`src/rtl/smpbuf_pkg.sv`:
```
package smpbuf_pkg;
  localparam int STAT_W   = 8;
  localparam int LVL_W    = 2;
  localparam int B_OVR    = 0;
  localparam int B_UND    = 1;
  localparam int B_CAL    = 2;
  localparam int B_REQ    = 3;
  localparam int B_LVL_R  = 4;
  localparam int B_LVL_L  = 6;

  // sticky flag: a new event outranks the clearing read
  function automatic logic sticky_next(input logic cur, input logic evt,
                                       input logic clr);
    return evt | (cur & ~clr);
  endfunction

  // playback output on a strobe
  function automatic logic [63:0] play_pick(input logic have, input logic zero,
                                            input logic [63:0] fresh,
                                            input logic [63:0] last);
    if (have) return fresh;
    else if (zero) return '0;
    else return last;
  endfunction
endpackage

```
`src/rtl/smpbuf_cap_slot.sv`:
```
module smpbuf_cap_slot #(
  parameter int DW = 16
) (
  input  logic          clk,
  input  logic          rst_n,
  input  logic          stb,
  input  logic [DW-1:0] din,
  input  logic          rd,
  output logic [DW-1:0] dout,
  output logic          ovr_evt
);
  logic          full_q;
  logic [DW-1:0] data_q;
  logic          accept;

  assign accept  = stb & (~full_q | rd);
  assign ovr_evt = stb & full_q & ~rd;
  assign dout    = data_q;

  always_ff @(posedge clk or negedge rst_n) begin
    if (!rst_n) begin
      full_q <= 1'b0;
      data_q <= '0;
    end else begin
      if (accept) begin
        data_q <= din;
        full_q <= 1'b1;
      end else if (rd) begin
        full_q <= 1'b0;
      end
    end
  end
endmodule

```
`src/rtl/smpbuf_play_slot.sv`:
```
module smpbuf_play_slot #(
  parameter int DW = 16
) (
  input  logic          clk,
  input  logic          rst_n,
  input  logic          stb,
  input  logic          wr,
  input  logic [DW-1:0] din,
  input  logic          zero_mode,
  output logic [DW-1:0] dout,
  output logic          und_evt
);
  import smpbuf_pkg::*;

  logic          pend_q;
  logic [DW-1:0] hold_q;
  logic [DW-1:0] last_q;
  logic [DW-1:0] out_q;
  logic          have;
  logic [DW-1:0] fresh;
  logic [63:0]   pick;

  assign have    = pend_q | wr;
  assign fresh   = wr ? din : hold_q;
  assign und_evt = stb & ~have;
  assign pick    = play_pick(have, zero_mode, 64'(fresh), 64'(last_q));
  assign dout    = out_q;

  always_ff @(posedge clk or negedge rst_n) begin
    if (!rst_n) begin
      pend_q <= 1'b0;
      hold_q <= '0;
      last_q <= '0;
      out_q  <= '0;
    end else if (stb) begin
      out_q  <= pick[DW-1:0];
      pend_q <= 1'b0;
      if (have) last_q <= fresh;
    end else if (wr) begin
      hold_q <= din;
      pend_q <= 1'b1;
    end
  end
endmodule

```
`src/rtl/smpbuf_status.sv`:
```
module smpbuf_status #(
  parameter int NCH = 2
) (
  input  logic                          clk,
  input  logic                          rst_n,
  input  logic                          stb,
  input  logic                          ovr_evt,
  input  logic                          und_evt,
  input  logic                          clr,
  input  logic [NCH*smpbuf_pkg::LVL_W-1:0] lvl,
  input  logic                          req_any,
  input  logic                          cal,
  output logic [smpbuf_pkg::STAT_W-1:0] word,
  output logic                          err
);
  import smpbuf_pkg::*;

  logic ovr_q, und_q, req_q, cal_q;
  logic [LVL_W-1:0] lvl_q [NCH];

  always_ff @(posedge clk or negedge rst_n) begin
    if (!rst_n) begin
      ovr_q <= 1'b0;
      und_q <= 1'b0;
      req_q <= 1'b0;
      cal_q <= 1'b0;
    end else begin
      ovr_q <= sticky_next(ovr_q, ovr_evt, clr);
      und_q <= sticky_next(und_q, und_evt, clr);
      req_q <= req_any;
      cal_q <= cal;
    end
  end

  for (genvar c = 0; c < NCH; c++) begin : g_lvl
    always_ff @(posedge clk or negedge rst_n) begin
      if (!rst_n)   lvl_q[c] <= '0;
      else if (stb) lvl_q[c] <= lvl[c*LVL_W +: LVL_W];
    end
  end

  always_comb begin
    word        = '0;
    word[B_OVR] = ovr_q;
    word[B_UND] = und_q;
    word[B_CAL] = cal_q;
    word[B_REQ] = req_q;
    word[B_LVL_R +: LVL_W] = lvl_q[0];
    word[B_LVL_L +: LVL_W] = lvl_q[NCH-1];
  end

  assign err = ovr_q | und_q;
endmodule

```
`src/rtl/smpbuf_top.sv`:
```
module smpbuf_top #(
  parameter int DW = 16
) (
  input  logic          clk,
  input  logic          rst_n,
  input  logic          conv_stb,
  input  logic [DW-1:0] cap_din,
  output logic [DW-1:0] play_dout,
  input  logic          host_cap_rd,
  output logic [DW-1:0] cap_dout,
  input  logic          host_play_wr,
  input  logic [DW-1:0] play_din,
  input  logic          stat_rd,
  input  logic [1:0]    lvl_left,
  input  logic [1:0]    lvl_right,
  input  logic          cap_req,
  input  logic          play_req,
  input  logic          cal_busy,
  input  logic          irq_en,
  input  logic          zero_on_under,
  output logic [7:0]    stat_word,
  output logic          err_any,
  output logic          irq
);
  localparam int NCH = 2;

  logic ovr_evt;
  logic und_evt;
  logic req_any;
  logic [NCH*2-1:0] lvl_bus;

  assign req_any = cap_req | play_req;
  assign lvl_bus = {lvl_left, lvl_right};

  smpbuf_cap_slot #(.DW(DW)) u_cap (
    .clk(clk), .rst_n(rst_n), .stb(conv_stb), .din(cap_din),
    .rd(host_cap_rd), .dout(cap_dout), .ovr_evt(ovr_evt)
  );

  smpbuf_play_slot #(.DW(DW)) u_play (
    .clk(clk), .rst_n(rst_n), .stb(conv_stb), .wr(host_play_wr),
    .din(play_din), .zero_mode(zero_on_under), .dout(play_dout),
    .und_evt(und_evt)
  );

  smpbuf_status #(.NCH(NCH)) u_stat (
    .clk(clk), .rst_n(rst_n), .stb(conv_stb), .ovr_evt(ovr_evt),
    .und_evt(und_evt), .clr(stat_rd), .lvl(lvl_bus), .req_any(req_any),
    .cal(cal_busy), .word(stat_word), .err(err_any)
  );

  assign irq = irq_en & err_any;
endmodule

```
`config.mk`:
```
export PLATFORM = sky130hd
export DESIGN_NAME = smpbuf_top
export DESIGN_NICKNAME = d
export VERILOG_FILES = /design/src/rtl/smpbuf_pkg.sv /design/src/rtl/smpbuf_cap_slot.sv /design/src/rtl/smpbuf_play_slot.sv /design/src/rtl/smpbuf_status.sv /design/src/rtl/smpbuf_top.sv
export SDC_FILE = /design/constraint.sdc
export NUM_CORES = 1
export LEC_CHECK = 0
export BUFFER_PORTS_ARGS = -buffer_cell sky130_fd_sc_hd__buf_2
export CORE_ASPECT_RATIO = 1.5
export CORE_MARGIN = 10
export CORE_UTILIZATION = 39
export CTS_CLUSTER_DIAMETER = 50
export DETAILED_ROUTE_END_ITERATION = 10
export SLEW_MARGIN = 30
export SYNTH_ARGS = -nofsm -noshare
export SYNTH_HDL_FRONTEND = slang
export SYNTH_HIERARCHICAL = 1
export SYNTH_SLANG_ARGS = --single-unit
```
`constraint.sdc`:
```
create_clock -name clk -period 1.54 [get_ports clk]
set_input_delay 0.308 -clock clk [delete_from_list [all_inputs] [get_ports clk]]
set_output_delay 0.308 -clock clk [all_outputs]
set_load 0.01 [all_outputs]
```
==> Word-level counts from Yosys, hierarchy flattened <==
Index checks and enable logic that the tools add are counted.
{ "totals": {"ff_bits": 74, "output_inout_bits": 42} }
{ "classes": {"muxes": 7, "bitwise": 17, "n_reduce_logical": 3} }
{ "op_table": {"columns": ["op", "n"], "rows": [
  ["$mux 16", 3],
  ["$and 1x1->1", 7],
  ["$or 1x1->1", 6],
  ["$mux 1", 4],
  ["$not 1->1", 4],
  ["$reduce_bool 2->1", 2],
  ["$reduce_and 2->1", 1]
]} }

==> Logic depth before layout (Yosys ltp) <==
Gate-level depths: netlist (run 1).
{ "depth": {"depth_word": 4, "ltp_mapped": 5, "mapped_depth_nobuf": 3} }

==> Cells and area by module <==
The synthesis (run 1) kept the hierarchy.
{ "modules_own_cells": {"columns": ["mod", "instances", "cells_each", "area_per_inst_um2", "seq_area_each_um2"], "rows": [
  ["smpbuf_play_slot", 1, 148, 2064.5, 1226.2],
  ["smpbuf_cap_slot", 1, 39, 699.4, 425.4],
  ["smpbuf_status", 1, 20, 300.3, 200.2],
  ["smpbuf_top", 1, 2, 12.5, 0.0]
]} }

==> Worst setup path after synthesis (run 1) <==
No wires, ideal clock.
{ "synth_path": {"path_kind": "register to register", "from": "reg u_play.pend_q", "to": "reg u_play.out_q[0], in the netlist u_play/dout[0]", "t_arrival_ps": 1078, "required_time_ps": 1414, "slack_ps": 336, "path_stages_with_launch": 5, "path_buffers": 1, "synth_period_minus_slack_ps": 1204, "path_cell_list": "dfrtp_1 o21ai_2 buf_4 nor2_1 a221o_1"} }
{ "synth_between": {"elab_chain_cells": 2} }
{ "synth_rtl": {"columns": ["item", "line", "rtl"], "rows": [
  ["from (decl)", "smpbuf_play_slot.sv:15", "logic pend_q;"],
  ["from (signal assigned)", "smpbuf_play_slot.sv:31", "pend_q <= 1'b0;"],
  ["from (signal assigned)", "smpbuf_play_slot.sv:37", "pend_q <= 1'b0;"],
  ["from (signal assigned)", "smpbuf_play_slot.sv:41", "pend_q <= 1'b1;"],
  ["$or 1x1->1", "smpbuf_play_slot.sv:23", "assign have = pend_q | wr;"],
  ["$mux 16", "smpbuf_pkg.sv:21", "if (have) return fresh;"],
  ["to (signal assigned)", "smpbuf_play_slot.sv:36", "out_q <= pick[DW-1:0];"],
  ["to (decl)", "smpbuf_play_slot.sv:18", "logic [DW-1:0] out_q;"]
]} }
No other way between the ends.
A chain may end at the register's enable or synchronous reset.

==> Final worst setup path (run 1) <==
{ "layout_path": {"from": "reg u_stat.ovr_q", "to": "out irq"} }
{ "layout_between": {"elab_chain_cells": 2} }
{ "layout_rtl": {"columns": ["item", "line", "rtl"], "rows": [
  ["from (decl)", "smpbuf_status.sv:18", "logic ovr_q, und_q, req_q, cal_q;"],
  ["from (signal assigned)", "smpbuf_status.sv:28", "ovr_q <= sticky_next(ovr_q, ovr_evt, clr);"],
  ["$or 1x1->1", "smpbuf_status.sv:52", "assign err = ovr_q | und_q;"],
  ["$and 1x1->1", "smpbuf_top.sv:52", "assign irq = irq_en & err_any;"],
  ["to (decl)", "smpbuf_top.sv:23", "output logic irq"]
]} }
No other way between the ends.

==> results of run 1 <==
==> registers in the layout, summed over array words and instances, names as in the netlist <==
| name | count |
|---|---|
| u_play/last_q | 16 |
| u_play/hold_q | 16 |
| u_stat/req_q | 1 |
| u_stat/und_q | 1 |
| u_play/dout | 16 |
| u_play/pend_q | 1 |
| u_stat/cal_q | 1 |
| u_cap/full_q | 1 |
| u_stat/word | 4 |
| u_cap/dout | 16 |
| u_stat/ovr_q | 1 |
==> power by group through the flow <==
| stage | clock network [mW] | logic, mW | registers, mW |
|---|---|---|---|
| after floorplan | 0 | 0.451 | 2.45 |
| after global routing | 2.10 | 0.942 | 2.41 |
| after CTS | 2.01 | 0.871 | 2.37 |
| after detailed placement | 0 | 0.856 | 2.41 |
| final | 1.95 | 0.853 | 2.37 |
| after global placement | 0 | 0.844 | 2.40 |
==> placed cells by master, fill, tap and decap left out, types with 7 or more instances in the layout <==
| cell type | instances |
|---|---|
| clkbuf_16 | 9 |
| mux2i_1 | 15 |
| mux2_4 | 10 |
| a21o_1 | 10 |
| a21o_2 | 7 |
| buf_2 | 87 |
| mux2_2 | 26 |
| a221o_1 | 15 |
| nor2_1 | 19 |
| dfrtp_1 | 74 |
| buf_4 | 10 |
==> path summary, 6_finish.rpt <==
kind	start	endpoint
min in group asynchronous	rst_n	u_play/hold_q[4]
worst min-delay path	cal_busy	u_stat/cal_q
worst min register to register	u_play/last_q[6]	u_play/last_q[6]
worst max-delay path	u_stat/ovr_q	irq
worst max register to register	u_play/pend_q	u_play/dout[2]
max in group asynchronous	rst_n	u_play/dout[12]
==> cell type report <==
cell class	count	area share (%)
clock inverter	2	0.254
timing repair buffer	101	14.7
multi-input combinational	117	27.4
clock buffer	14	6.96
inverter	4	0.381
tap	102	3.24
sequential	74	47.0
==> layer usage <==
metal / share of wire, % / vias up / track usage [%]
met3: 7.9 / 9 / 5.59
met2: 47 / 57 / 16.8
met1: 43 / 922 / 12.3
met4: 2.0 / 0 / 5.19
met5: 0 / - / 0
li1: - / 943 / -
==> cell families after synthesis <==
family                 count (synthesis)  synth area share, %
AOI/OAI and AO/OA                     36                 10.3
buffers and inverters                 18                 4.84
DFF                                   74                 60.2
muxes                                 51                 19.3
and+or+nand+nor                       30                 5.41
==> per-stage QoR <==
| stage | hold slack, ps | cells | worst slack, ps |
|---|---|---|---|
| after CTS | 73.6 | 413 | 15.4 |
| after global placement | 205 | 394 | 139 |
| after global routing | 79.8 | 414 | -13.9 |
| after detailed placement | 208 | 394 | 132 |
| after floorplan | 12.4 | 209 | 336 |
| final | 89.7 | 414 | 33.5 |
==> timing repair <==
action / in CTS / in global routing
gates cloned: 0 / 0
resized for setup: 1 / 0
pin swaps: 0 / 1
buffers inserted: 2 / 1
endpoints found under the hold margin: 18 / 0
endpoints found under the setup margin: 1 / 1
hold buffers: 1 / 0
==> summary.txt, run 1 <==
Critical path
  • Worst path max stage delay: about 370 ps
  • Cell breakdown of the critical path: or2_4 > and2_1 > buf_2
  • CP required: about 1200 ps
  • R2r setup slk: 240 ps
  • Worst Path Max Fanout: 2
  • Critical path buffers and inverters: 1
  • Worst path arrival time: around 1200 ps
  • Crit start category: flip-flop
  • Crit Path Class: reg2out
  • Critical path's slowest cell: dfrtp_1
  • Crit. path cell count: 3
  • Worst-case reg-to-reg path depth: 4
  • Critical Path Sink Type: primary output
  • CP top delay family: flip-flops

Routing
  • Detailed-route via count: 1931
  • WL/cell: 15.2 um
  • Routed vias/inst: roughly 4.7
  • Antenna-violating nets left: 0
  • Initial DRT Pass Iterations: 5
  • WL final: 6290 um
  • Residual DRC: 0
  • Iter 0 DRT Violations: just under 70

Synthesis
  • Post-synth ARST share: 100%
  • Synth Net Count: between 200 and 300
  • Synth warn: 6
  • Top cells by area, synth: dfrtp_1 60%, mux2_2 9.5%, a221o_1 4.9%
  • Synth top area share: roughly three fifths
  • Primary FF master, synth: dfrtp_1
  • Most common library cells after synthesis: 74 x dfrtp_1, 26 x mux2_2, 19 x nor2_1
  • Most common cell in the netlist: dfrtp_1
  • Avg Inst Size Synth: around 15 sq um
  • Fraction of the yosys area taken by sequential cells: around three fifths
  • Cells after synthesis: around 210
  • Number of flops mapped to enable cells by yosys: 0
  • Netlist Area Pre-Place: around 0.003 sq mm
  • Synthesis-stage register bit count: between 70 and 80
  • Number of distinct library cells after synthesis: 29
  • Synth area leader: dfrtp_1

Status
  • Status: finished clean

GRT
  • Total Routing Usage GR: 10.9%
  • Antenna violations before repair: 0
  • First-pass GRT wire length: 10200 um
  • Largest net degree at the start of global routing: between 40 and 50
  • Total gr overflow: 0
  • Vias in the first global route: just over 2000

Timing
  • Post-layout min period: about 1500 ps
  • Hold Vio Cnt, Final: 0
  • Rel. slew slack: around three quarters
  • Final setup viols: 0
  • Setup_tns: 0 ps
  • Skew final: approximately 3.5 ps
  • Pins Over Slew Limit: 0
  • Final period util: a little over nine tenths
  • Peak Freq: 664 MHz
  • RSZ-0062 raised after global routing: yes
  • Slew at the pin closest to its max-slew limit: roughly 380 ps

Clock tree
  • CTS tree: done
  • H-Tree Level Count: 3
  • Clock sinks: 74
  • CTS Buffer Depth: 2
  • Number of buffers created by CTS: 9
  • CTS root buf: clkbuf_16
  • Clk_lat worst skew: between 300 and 400 ps
  • Clock transition at the registers of the reported paths: roughly 50 ps

Floorplanning
  • Die Y-Extent: around 130 um
  • Die Area: approximately 0.012 sq mm
  • Num ports: 89
  • Core Area: 0.00766 sq mm
  • Std-Cell Rows: 39
  • Die W: 92.5 um
  • Initial Util: about two fifths

Final layout
  • Share of layout cells above drive strength 1: between 50 and 60%
  • Area of the multi-input gates: about 0.0011 sq mm
  • Final instance area: 0.00394 sq mm
  • FF+latch area: 0.00185 sq mm
  • Post-layout util: 51.4%
  • Filler cell count: 696
  • Area Overhead vs Synth: 28.0%
  • # nets final: 354
  • N_diodes: 0

Hold path
  • Depth of the worst hold-timing path: 1
  • Min-delay worst type: in2reg

Power and ir drop
  • Power, Total: 5.18 mW
  • Pint: between 3 and 4 mW
  • Power density over cell area: 1310 mW/mm^2
  • P_leak: a little over 2 nW
  • Peak VDD IR: slightly above 700 uV
  • Switch share: roughly a quarter
  • Sequential power share: a little under half
  • P_sw: 1.26 mW
  • Clk network pwr share: between 30% and 40%
  • Comb power frac: 16.5%

Placement
  • Final RePlAce weighted congestion: between 0.7 and 0.8
  • IO Port Bufs: 88
  • Placed inst area: 0.00362 sq mm
  • Hpwl dp: about 4800 um

Job
  • Maxcap violations: 0
No activity file was read; power rests on OpenSTA's default activity.
==> run 2, diff against run 1 <==
Settings changed: SYNTH_HIERARCHICAL 1 to unset.
Clock period 1.54 ns to 1.7 ns, I/O delays scaled along.
==> summary.txt, run 2 <==
Clock tree
  • Setup Fix Bufs, Post-CTS: 0 (-2)
  • CTS Buffer Depth: 2 (unchanged)
  • CTS tree: done
  • H-Tree Level Count: 3 (unchanged)
  • Clock sinks: 74 (unchanged)
  • Clk_lat worst skew: 320 ps (about the same)
  • CTS root buf: clkbuf_16
  • Number of buffers created by CTS: 9 (unchanged)
  • Clock transition at the registers of the reported paths: 50 ps (about the same)

Final layout
  • N_diodes: 0 (unchanged)
  • FF+latch area: 0.00185 sq mm (unchanged)
  • Area of the multi-input gates: 0.00106 sq mm (-2.0%)
  • Share of layout cells above drive strength 1: 47.8% (-4.7 points)
  • Filler cell count: 718 (+3.2%)
  • # nets final: 365 (+3.1%)
  • Area Overhead vs Synth: 27.1%
  • Most common cell after layout, fill and taps aside: buf_2
  • Most frequent cells in the layout: 87 x buf_2, 74 x dfrtp_1, 36 x mux2_2

Timing
  • Pins Over Slew Limit: 0 (unchanged)
  • Skew final: 6.78 ps (+3.29 ps)
  • Slew at the pin closest to its max-slew limit: 411 ps (+32.7 ps)
  • Peak Freq: ~690 MHz
  • Post-layout min period: between 1000 and 1500 ps
  • Final period util: a little over four fifths
  • Hold WS: 122 ps (+32.2 ps)
  • RSZ-0062 raised after global routing: no
  • Setup_tns: 0 ps (unchanged)
  • Rel. slew slack: 72.5% (-2.1 points)
  • Final setup viols: 0 (unchanged)
  • PnR worst setup slack: 261 ps (+227 ps)
  • Hold Vio Cnt, Final: 0 (unchanged)

Synthesis
  • Avg Inst Size Synth: 13.5 sq um (-8.2%)
  • Primary FF master, synth: dfrtp_1
  • Most common cell in the netlist: dfrtp_1
  • Top cells by area, synth: dfrtp_1 61%, mux2_2 13%, a221o_1 4.6%
  • Synthesis-stage register bit count: 74 (unchanged)
  • Netlist Area Pre-Place: 0.00305 sq mm (-0.73%)
  • Number of flops mapped to enable cells by yosys: 0 (unchanged)
  • Number of distinct library cells after synthesis: 23 (-21%)
  • Post-synth ARST share: 100% (unchanged)
  • Fraction of the yosys area taken by sequential cells: 60.6% (+0.44 points)
  • Most common library cells after synthesis: 74 x dfrtp_1, 36 x mux2_2, 19 x nand2_1
  • Synth warn: 0 (-6)
  • Synth Net Count: 273 (+6.6%)
  • Synth top area share: 60.6% (+0.44 points)
  • Cells after synthesis: 226 (+8.1%)
  • Synth area leader: dfrtp_1

Routing
  • Initial DRT Pass Iterations: 4 (-1)
  • Routed vias/inst: 4.80 (+2.8%)
  • Antenna-violating nets left: 0 (unchanged)
  • WL/cell: 15.2 um (about the same)
  • Iter 0 DRT Violations: 71 (+4.4%)
  • Detailed-route via count: 2034 (+5.3%)
  • Residual DRC: 0 (unchanged)
  • WL final: 6440 um (+2.4%)

GRT
  • Total gr overflow: 0 (unchanged)
  • First-pass GRT wire length: 10700 um (+5.1%)
  • Largest net degree at the start of global routing: 31 (-24%)
  • Antenna violations before repair: 0 (unchanged)
  • Vias in the first global route: 2088 (+3.5%)
  • Total Routing Usage GR: 11.4% (+0.42 points)

Floorplanning
  • Initial Util: 40.1% (about the same)
  • Num ports: 89 (unchanged)
  • Die W: 92.3 um (-0.29%)
  • Std-Cell Rows: 39 (unchanged)
  • Die Y-Extent: 128 um (-0.31%)
  • Die Area: 0.0118 sq mm (-0.59%)
  • Core Area: 0.00761 sq mm (-0.64%)

Critical path
  • CP top delay family: flip-flops
  • Critical Path Sink Type: primary output
  • Crit start category: flip-flop
  • Worst Path Max Fanout: 2 (unchanged)
  • Cell breakdown of the critical path: inv_1 > nand2_1 > and2_1 > buf_2
  • R2r setup slk: 330 ps (+90 ps)
  • Critical path's slowest cell: dfrtp_1
  • CP required: 1360 ps (+130 ps)
  • Worst path max stage delay: 370 ps (about the same)
  • Worst path arrival time: 1100 ps (-100 ps)
  • Critical path buffers and inverters: 2 (+1)
  • Crit Path Class: reg2out

Placement
  • Post-Place Setup Slack: 240 ps (+108 ps)
  • Final RePlAce weighted congestion: 0.712 (-2.6%)
  • IO Port Bufs: 88 (unchanged)
  • Hpwl dp: 4850 um (+1.7%)

Power and ir drop
  • P_leak: 1.92 nW (-5.3%)
  • Peak VDD IR: 508 uV (-30%)
  • Power density over cell area: 1200 mW/mm^2 (-8.9%)

Status
  • Status: finished clean

Job
  • Maxcap violations: 0 (unchanged)

Hold path
  • Min-delay worst type: in2reg
[run 2: cells by family after synthesis]
kind of cell	share of synthesized area [%]
DFF	60.6
muxes	15.9
AOI/OAI and AO/OA	11.8
and+or+nand+nor	6.92
buffers and inverters	4.75
[run 2: timing repair]
item | 4_1_cts | 5_1_grt
endpoints found under the hold margin | 21 | 0
hold buffers | 1 | 0
resized for setup | 0 | 0
[run 2: layer usage]
metal	part of all wire [%]	global-route usage [%]	vias up
li1	-	-	989
met2	47	16.8	60
met5	0	0	-
met4	1.6	6.56	0
met1	44	13.8	978
met3	7.1	4.31	7
[run 2: layout make-up]
type | count | area share (%)
multi-input combinational | 130 | 27.2
sequential | 74 | 47.7
tap | 102 | 3.29
inverter | 3 | 0.290
clock inverter | 3 | 1.03
timing repair buffer | 100 | 14.1
clock buffer | 12 | 6.35
[run 2: final timing paths]
kind	endpoint	cells after the start	startpoint
worst max-delay path	irq	4	u_stat.und_q
worst min-delay path	u_stat.cal_q	1	cal_busy
worst max register to register	u_play.dout[11]	3	u_play.pend_q
worst min register to register	u_play.last_q[7]	1	u_play.last_q[7]
max in group asynchronous	u_play.last_q[9]	3	rst_n
min in group asynchronous	u_stat.req_q	2	rst_n
[run 2: metrics by stage]
| step | area, sq um | power [mW] | utilization [%] | cells |
|---|---|---|---|---|
| global route | 3880 | 4.92 | 51.0 | 424 |
| detailed placement | 3590 | 2.89 | 47.1 | 408 |
| global placement | 3590 | 2.87 | 47.1 | 408 |
| floorplan | 3050 | 2.58 | - | 226 |
| finish | 3880 | 4.65 | 51.0 | 424 |
| CTS | 3880 | 4.74 | 51.0 | 424 |
[run 2: power breakdown]
part | switching [mW] | internal, mW | total, mW | leakage, nW
Clock | 0.642 | 1.16 | 1.80 | 0.142
Combinational | 0.343 | 0.374 | 0.717 | 0.881
Sequential | 0.118 | 2.01 | 2.13 | 0.892
Total | 1.10 | 3.55 | 4.65 | 1.92
==> run 3, diff against run 2 <==
Clock period 1.7 ns to 1.5 ns, I/O delays scaled along.
==> summary.txt, run 3 (synthesis results as in run 2) <==
Status
  • Status: finished with violations
  • Failing checks: hold timing

Routing
  • Residual DRC: 0 (unchanged)
  • Detailed-route via count: 2033 (-0.049%)
  • Iter 0 DRT Violations: 90 (+27%)
  • WL/cell: 15.5 um (+1.8%)
  • WL final: 6560 um (+1.8%)
  • Routed vias/inst: 4.79 (about the same)
  • Initial DRT Pass Iterations: 6 (+2)
  • Antenna-violating nets left: 0 (unchanged)

GRT
  • Largest net degree at the start of global routing: 75 (+140%)
  • Total gr overflow: 0 (unchanged)
  • First-pass GRT wire length: 10700 um (-0.45%)
  • Total Routing Usage GR: 11.4% (+0.022 points)
  • Vias in the first global route: 2155 (+3.2%)
  • Antenna violations before repair: 0 (unchanged)

Floorplanning
  • Initial Util: 40.1% (unchanged)
  • Num ports: 89 (unchanged)
  • Die W: 92.3 um (unchanged)
  • Std-Cell Rows: 39 (unchanged)
  • Core Area: 0.00761 sq mm (unchanged)
  • Die Area: 0.0118 sq mm (unchanged)
  • Die Y-Extent: 128 um (unchanged)

Clock tree
  • Hold buffers post-CTS: 0 (-1)
  • H-Tree Level Count: 3 (unchanged)
  • CTS Buffer Depth: 2 (unchanged)
  • Gates resized, CTS repair: 0 (unchanged)
  • CTS root buf: clkbuf_16
  • Clk_lat worst skew: 320 ps (about the same)
  • Number of buffers created by CTS: 9 (unchanged)
  • Setup Fix Bufs, Post-CTS: 0 (unchanged)
  • Clock transition at the registers of the reported paths: 50 ps (about the same)
  • CTS tree: done
  • Clock sinks: 74 (unchanged)

Timing
  • Final setup viols: 0 (unchanged)
  • Pins Over Slew Limit: 0 (unchanged)
  • Hold Vio Cnt, Final: 17 (+17)
  • Final period util: between 90% and 100%
  • Hold WS: -27.0 ps (-149 ps)
  • Slew at the pin closest to its max-slew limit: 387 ps (-24.2 ps)
  • Post-layout min period: 1400 ps
  • Setup_tns: 0 ps (unchanged)
  • Rel. slew slack: 74.2% (+1.7 points)
  • Peak Freq: ~710 MHz
  • RSZ-0062 raised after global routing: no
  • Skew final: 4.54 ps (-2.24 ps)

Placement
  • IO Port Bufs: 88 (unchanged)
  • Final RePlAce weighted congestion: 0.712 (about the same)
  • Hpwl dp: 4830 um (-0.33%)

Power and ir drop
  • Power density over cell area: 1340 mW/mm^2 (+12%)
  • P_leak: 1.93 nW (+0.59%)
  • Peak VDD IR: 548 uV (+8.0%)

Final layout
  • N_diodes: 0 (unchanged)
  • Post-layout util: 51.3% (+0.33 points)
  • # nets final: 364 (-0.27%)
  • Most common cell after layout, fill and taps aside: buf_2
  • Most frequent cells in the layout: 87 x buf_2, 74 x dfrtp_1, 36 x mux2_2
  • Share of layout cells above drive strength 1: 48.1% (+0.31 points)
  • Area Overhead vs Synth: 27.9%

Critical path
  • Crit Path Class: reg2out
  • Cell breakdown of the critical path: inv_1 > nand2_1 > and2_1 > buf_2
  • CP required: 1200 ps (-160 ps)
  • Crit start category: flip-flop
  • Worst path max stage delay: 370 ps (about the same)
  • Worst path arrival time: 1100 ps (about the same)
  • Worst Path Max Fanout: 2 (unchanged)
  • Critical path's slowest cell: dfrtp_1
  • Critical Path Sink Type: primary output

Hold path
  • Min-delay worst type: in2async

Job
  • Maxcap violations: 0 (unchanged)
## run 3: area by class of cell
type	instances	area [sq um]
multi-input cells	130	1060
repair buffers	99	576
flip-flops and latches	74	1850
clock buffers	14	274
clock inverters	2	10.0
well taps	102	128
fillers	715	3700
inverters	3	11.3
## run 3: layer usage
layer / vias to the layer above / wire [um] / global-route usage [%]
li1: 984 / - / -
met1: 974 / 2730 / 12.9
met2: 65 / 3210 / 17.8
met3: 10 / 476 / 4.42
met4: 0 / 142 / 6.83
met5: - / 0 / 0
## run 3: path summary, 6_finish.rpt
check	start	to	slack (ps)	cells past startpoint
worst min-delay path	rst_n	u_stat.req_q	-30	2
max in group asynchronous	rst_n	u_cap.dout[9]	1210	2
min in group clk	cal_busy	u_stat.cal_q	80	1
worst max register to register	u_play.pend_q	u_play.dout[5]	220	4
worst max-delay path	u_stat.ovr_q	irq	100	4
worst min register to register	u_play.last_q[11]	u_play.last_q[11]	480	1
## run 3: critical path: cells and delay by family (launching register included)
kind	cells	cell delay, ps
buffers and inverters	2	200
DFF	1	370
and+or+nand+nor	2	220
## run 3: metrics by stage
step	setup slack, ps	total power, mW	hold WS, ps	cells	area (sq um)
global placement	146	3.27	344	408	3620
CTS	71.0	5.34	0.740	424	3910
global route	2.61	5.52	2.46	424	3910
finish	95.5	5.24	-27.0	424	3910
detailed placement	101	3.30	352	408	3620
floorplan	186	2.92	4.41	226	3050
## run 3: power breakdown
group | switching [mW] | total, mW | internal, mW
clock | 0.744 | 1.99 | 1.25
combinational | 0.393 | 0.830 | 0.437
sequential | 0.136 | 2.41 | 2.28
total | 1.27 | 5.24 | 3.96
